**config.mk**
```make
export PLATFORM = sky130hd
export DESIGN_NAME = dac_cal_seq
export DESIGN_NICKNAME = d
export VERILOG_FILES = /design/src/rtl/dac_cal_pkg.sv /design/src/rtl/dac_cal_sar.sv /design/src/rtl/dac_cal_ram.sv /design/src/rtl/dac_cal_seq.sv
export SDC_FILE = /design/constraint.sdc
export NUM_CORES = 1
export LEC_CHECK = 0
export ABC_AREA = 1
export BUFFER_PORTS_ARGS = -buffer_cell sky130_fd_sc_hd__buf_2
export CAP_MARGIN = 20
export CORE_MARGIN = 3
export CORE_UTILIZATION = 35
export DETAILED_ROUTE_END_ITERATION = 16
export SYNTH_ARGS = -nofsm -noshare
export SYNTH_HDL_FRONTEND = slang
export SYNTH_HIERARCHICAL = 1
export SYNTH_SLANG_ARGS = --single-unit
```
**constraint.sdc**
```tcl
create_clock -name clk -period 5.6 [get_ports clk]
set_input_delay 0.28 -clock clk [delete_from_list [all_inputs] [get_ports clk]]
set_output_delay 0.28 -clock clk [all_outputs]
set_load 0.02 [all_outputs]
```
**src/rtl/dac_cal_pkg.sv**
```systemverilog
package dac_cal_pkg;
  typedef enum logic [2:0] {
    ST_UNCAL,
    ST_READY,
    ST_OFFSET,
    ST_XFER,
    ST_CORR,
    ST_SETTLE
  } cal_state_t;
endpackage

```
**src/rtl/dac_cal_sar.sv**
```systemverilog
// Successive-approximation null engine: MSB first, each trial bit held for
// WAIT_CYC cycles, bit kept while the comparator reads low.
module dac_cal_sar #(
  parameter int W        = 8,
  parameter int WAIT_CYC = 2
) (
  input  logic         clk,
  input  logic         rst,
  input  logic         start_i,
  input  logic         cmp_i,
  output logic [W-1:0] code_o,
  output logic         done_o
);
  localparam int IDX_W = (W > 1) ? $clog2(W) : 1;
  localparam int CNT_W = $clog2(WAIT_CYC + 1) + 1;

  logic [W-1:0]     code_q;
  logic [IDX_W-1:0] idx_q;
  logic [CNT_W-1:0] cnt_q;
  logic             busy_q;
  logic             done_q;

  always_ff @(posedge clk) begin
    if (rst) begin
      code_q <= '0;
      idx_q  <= '0;
      cnt_q  <= '0;
      busy_q <= 1'b0;
      done_q <= 1'b0;
    end else begin
      done_q <= 1'b0;
      if (start_i) begin
        code_q <= {1'b1, {(W-1){1'b0}}};
        idx_q  <= IDX_W'(W - 1);
        cnt_q  <= '0;
        busy_q <= 1'b1;
      end else if (busy_q) begin
        if (cnt_q != CNT_W'(WAIT_CYC)) begin
          cnt_q <= cnt_q + 1'b1;
        end else begin
          cnt_q <= '0;
          if (cmp_i) code_q[idx_q] <= 1'b0;
          if (idx_q == '0) begin
            busy_q <= 1'b0;
            done_q <= 1'b1;
          end else begin
            code_q[idx_q - 1'b1] <= 1'b1;
            idx_q <= idx_q - 1'b1;
          end
        end
      end
    end
  end

  assign code_o = code_q;
  assign done_o = done_q;
endmodule

```
**src/rtl/dac_cal_ram.sv**
```systemverilog
// Correction table: one synchronous write port, one registered read port.
module dac_cal_ram #(
  parameter int AW = 6,
  parameter int DW = 8
) (
  input  logic          clk,
  input  logic          we_i,
  input  logic [AW-1:0] waddr_i,
  input  logic [DW-1:0] wdata_i,
  input  logic [AW-1:0] raddr_i,
  output logic [DW-1:0] rdata_o
);
  localparam int DEPTH = 1 << AW;

  logic [DW-1:0] mem [DEPTH];
  logic [DW-1:0] rdata_q;

  always_ff @(posedge clk) begin
    if (we_i) mem[waddr_i] <= wdata_i;
    rdata_q <= mem[raddr_i];
  end

  assign rdata_o = rdata_q;
endmodule

```
**src/rtl/dac_cal_seq.sv**
```systemverilog
module dac_cal_seq #(
  parameter int CODE_W    = 16,
  parameter int SEG_W     = 6,
  parameter int XFER_W    = 20,
  parameter int CORR_W    = 8,
  parameter int NULL_WAIT = 2,
  parameter int SETTLE_W  = 8
) (
  input  logic                clk,
  input  logic                rst,
  input  logic [CODE_W-1:0]   user_code_i,
  input  logic                bipolar_i,
  input  logic                cal_n_i,
  input  logic                hbe_n_i,
  input  logic                por_fault_i,
  input  logic [SETTLE_W-1:0] settle_cycles_i,
  input  logic                cmp_i,
  output logic [CODE_W-1:0]   main_code_o,
  output logic                extra_lsb_o,
  output logic [XFER_W-1:0]   xfer_code_o,
  output logic [CORR_W-1:0]   corr_code_o,
  output logic [CORR_W-1:0]   offset_trim_o,
  output logic                mux_sel_dac_o,
  output logic                ready_o
);
  import dac_cal_pkg::*;

  localparam int LOW_W = CODE_W - SEG_W;
  localparam int SHIFT = XFER_W - CODE_W;
  localparam logic [CODE_W-1:0] MID_CODE = {1'b1, {(CODE_W-1){1'b0}}};

  cal_state_t          state_q;
  logic [CODE_W-1:0]   main_q;
  logic                extra_q;
  logic [CORR_W-1:0]   trim_q;
  logic [CORR_W-1:0]   prev_corr_q;
  logic [SEG_W-1:0]    seg_q;
  logic [SETTLE_W-1:0] settle_q;
  logic                xfer_start_q;
  logic                corr_start_q;
  logic                cal_n_q;
  logic                ready_q;
  logic                mux_q;

  logic [XFER_W-1:0]   xfer_sar_code;
  logic                xfer_done;
  logic [CORR_W-1:0]   corr_sar_code;
  logic                corr_done;
  logic [CORR_W-1:0]   ram_rdata;
  logic                ram_we;
  logic [SEG_W-1:0]    ram_waddr;
  logic [CORR_W-1:0]   ram_wdata;
  logic                strobe;
  logic                in_cal;

  assign strobe = cal_n_q & ~cal_n_i;
  assign in_cal = (state_q == ST_OFFSET) || (state_q == ST_XFER) ||
                  (state_q == ST_CORR)   || (state_q == ST_SETTLE);

  dac_cal_sar #(.W(XFER_W), .WAIT_CYC(NULL_WAIT)) u_xfer_sar (
    .clk(clk), .rst(rst), .start_i(xfer_start_q), .cmp_i(cmp_i),
    .code_o(xfer_sar_code), .done_o(xfer_done)
  );

  dac_cal_sar #(.W(CORR_W), .WAIT_CYC(NULL_WAIT)) u_corr_sar (
    .clk(clk), .rst(rst), .start_i(corr_start_q), .cmp_i(cmp_i),
    .code_o(corr_sar_code), .done_o(corr_done)
  );

  always_comb begin
    ram_we    = corr_done && !por_fault_i && !strobe &&
                ((state_q == ST_OFFSET) || (state_q == ST_CORR));
    ram_waddr = (state_q == ST_OFFSET) ? '0 : seg_q;
    ram_wdata = (state_q == ST_OFFSET) ? '0 : corr_sar_code;
  end

  dac_cal_ram #(.AW(SEG_W), .DW(CORR_W)) u_ram (
    .clk(clk), .we_i(ram_we), .waddr_i(ram_waddr), .wdata_i(ram_wdata),
    .raddr_i(user_code_i[CODE_W-1 -: SEG_W]), .rdata_o(ram_rdata)
  );

  always_ff @(posedge clk) begin
    if (rst) begin
      state_q      <= ST_UNCAL;
      main_q       <= '0;
      extra_q      <= 1'b0;
      trim_q       <= '0;
      prev_corr_q  <= '0;
      seg_q        <= '0;
      settle_q     <= '0;
      xfer_start_q <= 1'b0;
      corr_start_q <= 1'b0;
      cal_n_q      <= 1'b1;
      ready_q      <= 1'b0;
      mux_q        <= 1'b0;
    end else begin
      cal_n_q      <= cal_n_i;
      xfer_start_q <= 1'b0;
      corr_start_q <= 1'b0;
      ready_q      <= hbe_n_i ? (state_q == ST_READY) : in_cal;
      mux_q        <= (state_q == ST_READY);
      if (por_fault_i) begin
        state_q <= ST_UNCAL;
        extra_q <= 1'b0;
        main_q  <= user_code_i;
      end else if (strobe) begin
        state_q      <= ST_OFFSET;
        main_q       <= bipolar_i ? MID_CODE : '0;
        extra_q      <= 1'b0;
        corr_start_q <= 1'b1;
      end else begin
        unique case (state_q)
          ST_OFFSET: if (corr_done) begin
            trim_q       <= corr_sar_code;
            prev_corr_q  <= '0;
            seg_q        <= SEG_W'(1);
            main_q       <= {{SEG_W{1'b0}}, {LOW_W{1'b1}}};
            extra_q      <= 1'b1;
            xfer_start_q <= 1'b1;
            state_q      <= ST_XFER;
          end
          ST_XFER: if (xfer_done) begin
            extra_q      <= 1'b0;
            main_q       <= main_q + 1'b1;
            corr_start_q <= 1'b1;
            state_q      <= ST_CORR;
          end
          ST_CORR: if (corr_done) begin
            prev_corr_q <= corr_sar_code;
            if (seg_q == '1) begin
              main_q   <= user_code_i;
              settle_q <= '0;
              state_q  <= ST_SETTLE;
            end else begin
              seg_q        <= seg_q + 1'b1;
              main_q       <= {seg_q, {LOW_W{1'b1}}};
              extra_q      <= 1'b1;
              xfer_start_q <= 1'b1;
              state_q      <= ST_XFER;
            end
          end
          ST_SETTLE: begin
            main_q <= user_code_i;
            if (settle_q >= settle_cycles_i) state_q <= ST_READY;
            else settle_q <= settle_q + 1'b1;
          end
          default: main_q <= user_code_i;
        endcase
      end
    end
  end

  always_comb begin
    unique case (state_q)
      ST_OFFSET:           corr_code_o = '0;
      ST_XFER:             corr_code_o = prev_corr_q;
      ST_CORR:             corr_code_o = corr_sar_code;
      ST_READY, ST_SETTLE: corr_code_o = ram_rdata;
      default:             corr_code_o = '0;
    endcase
  end

  assign xfer_code_o   = (state_q == ST_OFFSET) ? (XFER_W'(main_q) << SHIFT) : xfer_sar_code;
  assign offset_trim_o = (state_q == ST_OFFSET) ? corr_sar_code : trim_q;
  assign main_code_o   = main_q;
  assign extra_lsb_o   = extra_q;
  assign mux_sel_dac_o = mux_q;
  assign ready_o       = ready_q;
endmodule

```
======== Yosys cells after proc, flatten, opt, wreduce, memory -nomap -nowiden ========
Memories as Yosys holds them, arrays and structs flattened. A register that Yosys moved wholly into a read port is not among the register bits.
Index checks and enable logic that the tools add are counted.
word-level totals
  bits of input ports ..................... 31
  memories ................................ 1
  memory bits (writable) .................. 512
  flip-flop bits (word level) ............. 101
  logic and storage cells ................. 220
operators by class
  reductions and logical operators ........ 44
  equal/unequal tests ..................... 26
  bitwise operators ....................... 15
  muxes and demuxes ....................... 92
  $add $sub $neg .......................... 7
  magnitude comparators ................... 9
memory list
  memory     words  width  rd ports  clocked after memory_dff  write ports  RTL line           source
  u_ram.mem  64     8      1         1                         1            dac_cal_ram.sv:15  logic [DW-1:0] mem [DEPTH];
operators with widths
  kind                                                                           number
  20-bit two-way mux                                                             10
  8-bit two-way mux                                                              16
  16-bit two-way mux                                                             7
  16-bit case mux with 3 select lines                                            1
  3-bit two-way mux                                                              11
  8-bit case mux with 2 select lines                                             2
  1-bit two-way mux                                                              27
  6-bit two-way mux                                                              4
  8-bit case mux with 3 select lines                                             1
  20-bit AND                                                                     1
  5-bit two-way mux                                                              4
  20-bit inverter                                                                1
  20-bit OR                                                                      1
  5-bit AND reduction                                                            4
  3-bit by 2-bit inequality test with 1-bit output (second input constant)       6
  16-bit by 1-bit adder with 16-bit output (second input constant)               1
  5-bit by 6-bit less-than comparator with 1-bit output (second input constant)  2
  2-bit inequality test (second input constant)                                  6
  4-bit by 3-bit inequality test with 1-bit output (second input constant)       3
  3-bit case mux with 4 select lines                                             1
  6-bit case mux with 2 select lines                                             1
  3-bit AND reduction                                                            4
  6-bit AND reduction                                                            2
  1-bit demux with 5-bit select                                                  2
  other kinds (37)                                                               75

======== Longest topological paths before layout ========
  word-level depth ........................ 16
  depth in mapped cells ................... 13
  depth with buffers taken out ............ 13

======== Modules after synthesis ========
The synthesis kept the hierarchy.
by module, submodules not included
  module                    area an instance (µm²)  cells each  instances  seq. area each (µm²)
  dac_cal_ram               21291.7                 1822        1          15534.9
  dac_cal_seq               3796.1                  622         1          1101.1
  dac_cal_sar (u_xfer_sar)  1478.9                  188         1          600.6
  dac_cal_sar (u_corr_sar)  830.8                   112         1          320.3

======== Worst setup path after synthesis ========
OpenSTA, ideal clock, no wires.
  kind .................................... input-to-reg
  from .................................... input port por_fault_i
  to ...................................... memory u_ram.mem[48][0] (enable)
  stages .................................. 8
  slack ................................... 3.042 ns
  path buffers ............................ 3
  setup time .............................. 0.383 ns
  arrival time ............................ 2.174 ns
  cells stage by stage .................... buf_6 > nor2_4 > nand2_2 > nor2_4 > buf_2 > clkbuf_1 > inv_1 > nor3_1
on the way
  longest elaborated chain between the ends .. 6
ends and longest elaborated chain
  what                                     RTL line           source
  start, declared                          dac_cal_seq.sv:15  input logic por_fault_i,
  1-bit logical NOT                        dac_cal_seq.sv:71  ram_we = corr_done && !por_fault_i && !strobe &&
  1-bit logical AND (3 in a row)           dac_cal_seq.sv:71
  net ram_we                               dac_cal_seq.sv:50  logic ram_we;
  1-bit two-way mux                        dac_cal_ram.sv:19  if (we_i) mem[waddr_i] <= wdata_i;
  1-bit two-way mux (implied by the code)  dac_cal_ram.sv:19
  end, declared                            dac_cal_ram.sv:15
The timed path passes the listed nets, and every way through them passes these cells.

======== Worst setup path in the final report ========
  from .................................... register state_q[2]
  to ...................................... memory u_ram.mem[49][0] (enable)
on the way
  longest elaborated chain between the ends .. 5
  elaborated cells on any way between the ends .. 7
  classes of those cells .................. eq/ne (2); mux (3); reduce/logical (2)
ends and longest elaborated chain
  what                                                                                          RTL line                              source
  start, declared                                                                               dac_cal_seq.sv:32                     cal_state_t state_q;
  start signal, assigned                                                                        dac_cal_seq.sv:84                     state_q <= ST_UNCAL;
  start signal, assigned                                                                        dac_cal_seq.sv:103                    state_q <= ST_UNCAL;
  start signal, assigned                                                                        dac_cal_seq.sv:107                    state_q <= ST_OFFSET;
  3-bit by 2-bit equality test with 1-bit output / 3-bit equality test (equally long branches)  dac_cal_seq.sv:72, dac_cal_seq.sv:73
  1-bit logical OR                                                                              dac_cal_seq.sv:72                     ((state_q == ST_OFFSET) || (state_q == ST_CORR));
  1-bit logical AND                                                                             dac_cal_seq.sv:71
  1-bit two-way mux                                                                             dac_cal_ram.sv:19
  1-bit two-way mux (implied by the code)                                                       dac_cal_ram.sv:19
Several ways; a longest one is shown, not always the timed one.

==> summary.md <==
| Metric | Value |
|---|---|
| CP peak stage delay | `0.75 ns` |
| Launching point of the worst reg2reg path | `state_q[2]` |
| Synth Area in XOR/XNOR | `0.00192` |
| Total number of vias | `19668` |
| CP endpoint kind | `register` |
| Finished Cell Area | `around 30000 um^2` |
| Dpl cells | `3748` |
| Pint | `0.00734 W` |
| Routability congestion estimate | `0.911` |
| CORE AREA | `76700 um^2` |
| Post-synthesis cell type count | `44` |
| Antenna violations before repair | `1` |
| FILL cells | `7473` |
| Layout area overhead | `11.5%` |
| Arr. time, crit path | `3.87 ns` |
| I/O pin total | `86` |
| Clock buffer count from CTS | `61` |
| Post-synth EDFFs | `512` |
| Port Buffers | `85` |
| Avg Synthesized Cell Area | `9.98 um^2` |
| Final min period | `3.62 ns` |
| Crit-path slowest cell | `nor2_1` |
| Largest family of logic cells by synthesized area | `simple AND/OR/NAND/NOR gates` |
| Starting Density | `0.357` |
| Yosys top cell by area | `edfxtp_1` |
| Unrepaired setup endpoints after global routing | `no` |
| Synthesized flop and latch total | `between 600 and 700` |
| Clk Latency, worst-skew pair | `0.64 ns` |
| F_max | `276 MHz` |
| Worst path cell trace | `inv_2 > nand3_4 > nand2_1 > inv_1 > nor2_4 > nand2_1 > nor2_1` |
| Final Setup Violations | `0` |
| CP endpoint | `u_ram/mem[49][0]` |
| Share of layout cells above drive strength 1 | `0.0946` |
| Final Max Slew Viols | `0` |
| Pwr per Cell Area | `312 nW/um^2` |
| Area post-placement | `28500 um^2` |
| Via density | `5.08` |
| CTS Buffer Depth | `3` |
| Post-CTS Hold Buffers | `12` |
| CP dominant cell by count | `nand2_1` |
| Synthesized area | `~27000 um^2` |
| Worst Skew | `around 0.032 ns` |
| FF-to-FF path depth | `7` |
| Die Ht | `286 um` |
| Comb pwr share | `0.060` |
| Req. time, crit path | `5.85 ns` |
| Met1 Usage GRT | `0.234` |
| Crit. Startpoint | `state_q[2]` |
| Chip width | `286 um` |
| CTS tree | `built` |
| Remaining Overflow, GRT | `0` |
| Post-synthesis compound-gate area fraction | `0.0426` |
| Die ar. | `between 80000 and 90000 um^2` |
| Switching Share | `0.229` |
| # diodes | `0` |
| Worst VDD drop | `225 uV` |
| Final #Nets | `approximately 2800` |
| Sequential share of power | `0.524` |
| DRT iter0 DRCs | `around 1900` |
| DRC | `0` |
| Final non-filler cell total | `between 3000 and 4000` |
| Critical Path Fanout Max | `54` |
| Hpwl dp | `43100 um` |
| Commonest cells after routing, fill and taps aside | `878 x nand2_1, 524 x nand3_1, 512 x edfxtp_1` |
| Switching Power | `between 0.002 and 0.0025 W` |
| Worst-path clk slew | `0.07 ns` |
| # H-tree levels | `2` |
| Largest net degree at the start of global routing | `around 130` |
| Period utilization | `0.646` |
| Mapped Nets | `2793` |
| Synth Area in Simple Gates | `0.256` |
| Critical R2R Capture | `u_ram/mem[49][0]` |
| Fin Setup TNS | `0 ns` |
| Primary FF master, synth | `edfxtp_1` |
| Global-route wire length before repair | `110000 um` |
| Top post-synthesis cells by area | `edfxtp_1 56%, nand2_1 12%, nand3_1 9.6%` |
| GRT busiest layer | `met2` |
| Routed WL | `71500 um` |
| Post-synthesis mux area share | `0` |
| Drt first pass iters | `7` |
| Antenna viol nets, final | `0` |
| Worst hold path class | `primary input to register` |
| Adder-cell share of the synthesized area | `0.00822` |
| Number of cells produced by synthesis | `2744` |
| Ys Warns | `6` |
| Post-CTS setup buffers | `0` |
| Commonest non-fill, non-tap cell in the layout | `nand2_1` |
| Post-Place Setup Slack | `1.99 ns` |
| LEAKAGE | `roughly 11 nW` |
| Met3 Track Usage GR | `0.0277` |
| Final Hold Vio Count | `0` |
| CTS resizes | `0` |
| Slew headroom | `0.289` |
| Met2 Usage GRT | `0.279` |
| DR WL/cell | `18.5 um` |
| Worst Hold Slack | `about 0.053 ns` |
| Clock Sinks | `621` |
| Core Rows | `101` |
| Root buffer cell | `clkbuf_16` |
| Final setup margin | `1.98 ns` |
| Share of the synthesized area in the top cell type | `0.561` |
| GRT Util Overall | `0.172` |
| Internal reg-to-reg setup slack | `a little under 2 ns` |
| Outcome | `complete, no violations` |
| Slew of the pin with the lowest slew margin | `1.07 ns` |
| Clock network power share | `0.416` |
| Register area share after synthesis | `0.641` |
| Share of flip-flops with an asynchronous set or reset | `0` |
| Kind of critical path | `register to register` |
| Max cap viols | `0` |
| Vias in the first global route | `18965` |
| Startpoint types | `register` |
final cells by class:
type	count	area [um^2]	share of cell area
clock inverters	27	251	0.00824
repair buffers	122	757	0.0248
inverters	143	549	0.0180
clock buffers	87	1670	0.0548
well taps	1030	1290	0.0422
multi-input cells	1845	8460	0.277
flip-flops and latches	621	17600	0.575
metrics by stage:
| step | power (W) | utilization |
|---|---|---|
| 3_3_place_gp | 0.00564 | 0.371 |
| 2_1_floorplan | 0.00548 | - |
| 5_1_grt | 0.00984 | 0.398 |
| 4_1_cts | 0.00961 | 0.398 |
| 6_report | 0.00952 | 0.398 |
| 3_5_place_dp | 0.00564 | 0.371 |
power by group through the flow:
| stage | sequential (W) | clock, W | combinational, W |
|---|---|---|---|
| after global routing | 0.00498 | 0.00423 | 0.000635 |
| after CTS | 0.00498 | 0.00405 | 0.000569 |
| after detailed placement | 0.00508 | 0 | 0.000561 |
| after floorplan | 0.00508 | 0 | 0.000396 |
| after global placement | 0.00508 | 0 | 0.000557 |
| final | 0.00499 | 0.00396 | 0.000570 |
cells by family after synthesis:
| logic type | after synthesis |
|---|---|
| xor+xnor | 6 |
| compound gates | 222 |
| fa+ha+maj | 18 |
| buf+inv | 278 |
| simple gates | 1599 |
| flops | 621 |
critical path: cells and delay by family, from the launching register on:
| kind | cells | cell delay (ns) |
|---|---|---|
| AND/OR/NAND/NOR | 5 | 2.62 |
| flip-flops | 1 | 0.37 |
| buffers and inverters | 2 | 0.22 |
routing by layer:
layer	wire (um)	vias to the layer above
met3	4720	138
li1	-	9500
met2	33300	659
met1	31100	9371
met4	2410	0
met5	0	-
synthesized netlist by cell type (all sizes together) (6+ instances only):
cell type  instances
edfxtp           512
o21ai             97
dfxtp            109
ha                18
nand2            895
buf              114
nand3            530
nor2             137
nor3              23
a21oi            112
clkbuf            21
inv              141
nand4              6
worst min-delay path by stage:
stage / startpoint / end / slack (ns) / cells after the start
final: bipolar_i / main_code_o[15] / 0.05 / 5
after global routing: user_code_i[15] / u_ram/rdata_o[2] / 0.06 / 3
after CTS: user_code_i[15] / u_ram/rdata_o[2] / 0.03 / 3
after detailed placement: trim_q[1] / trim_q[1] / 0.44 / 2
after global placement: trim_q[6] / trim_q[6] / 0.44 / 2
after floorplan: rst / u_corr_sar/code_o[7] / 0.34 / 1
sequential cells by signal, indices dropped and copies added (netlist names):
register           cells
cal_n_q                1
corr_start_q           1
extra_lsb_o            1
main_code_o           16
mux_sel_dac_o          1
prev_corr_q            8
ready_o                1
seg_q                  6
settle_q               8
state_q                3
trim_q                 8
u_corr_sar/busy_q      1
u_corr_sar/cnt_q       3
u_corr_sar/code_o      8
u_corr_sar/done_o      1
u_corr_sar/idx_q       3
u_ram/mem            512
u_ram/rdata_o          8
u_xfer_sar/busy_q      1
u_xfer_sar/cnt_q       3
u_xfer_sar/code_o     20
u_xfer_sar/done_o      1
u_xfer_sar/idx_q       5
xfer_start_q           1
(Power assumes the default switching activity.)
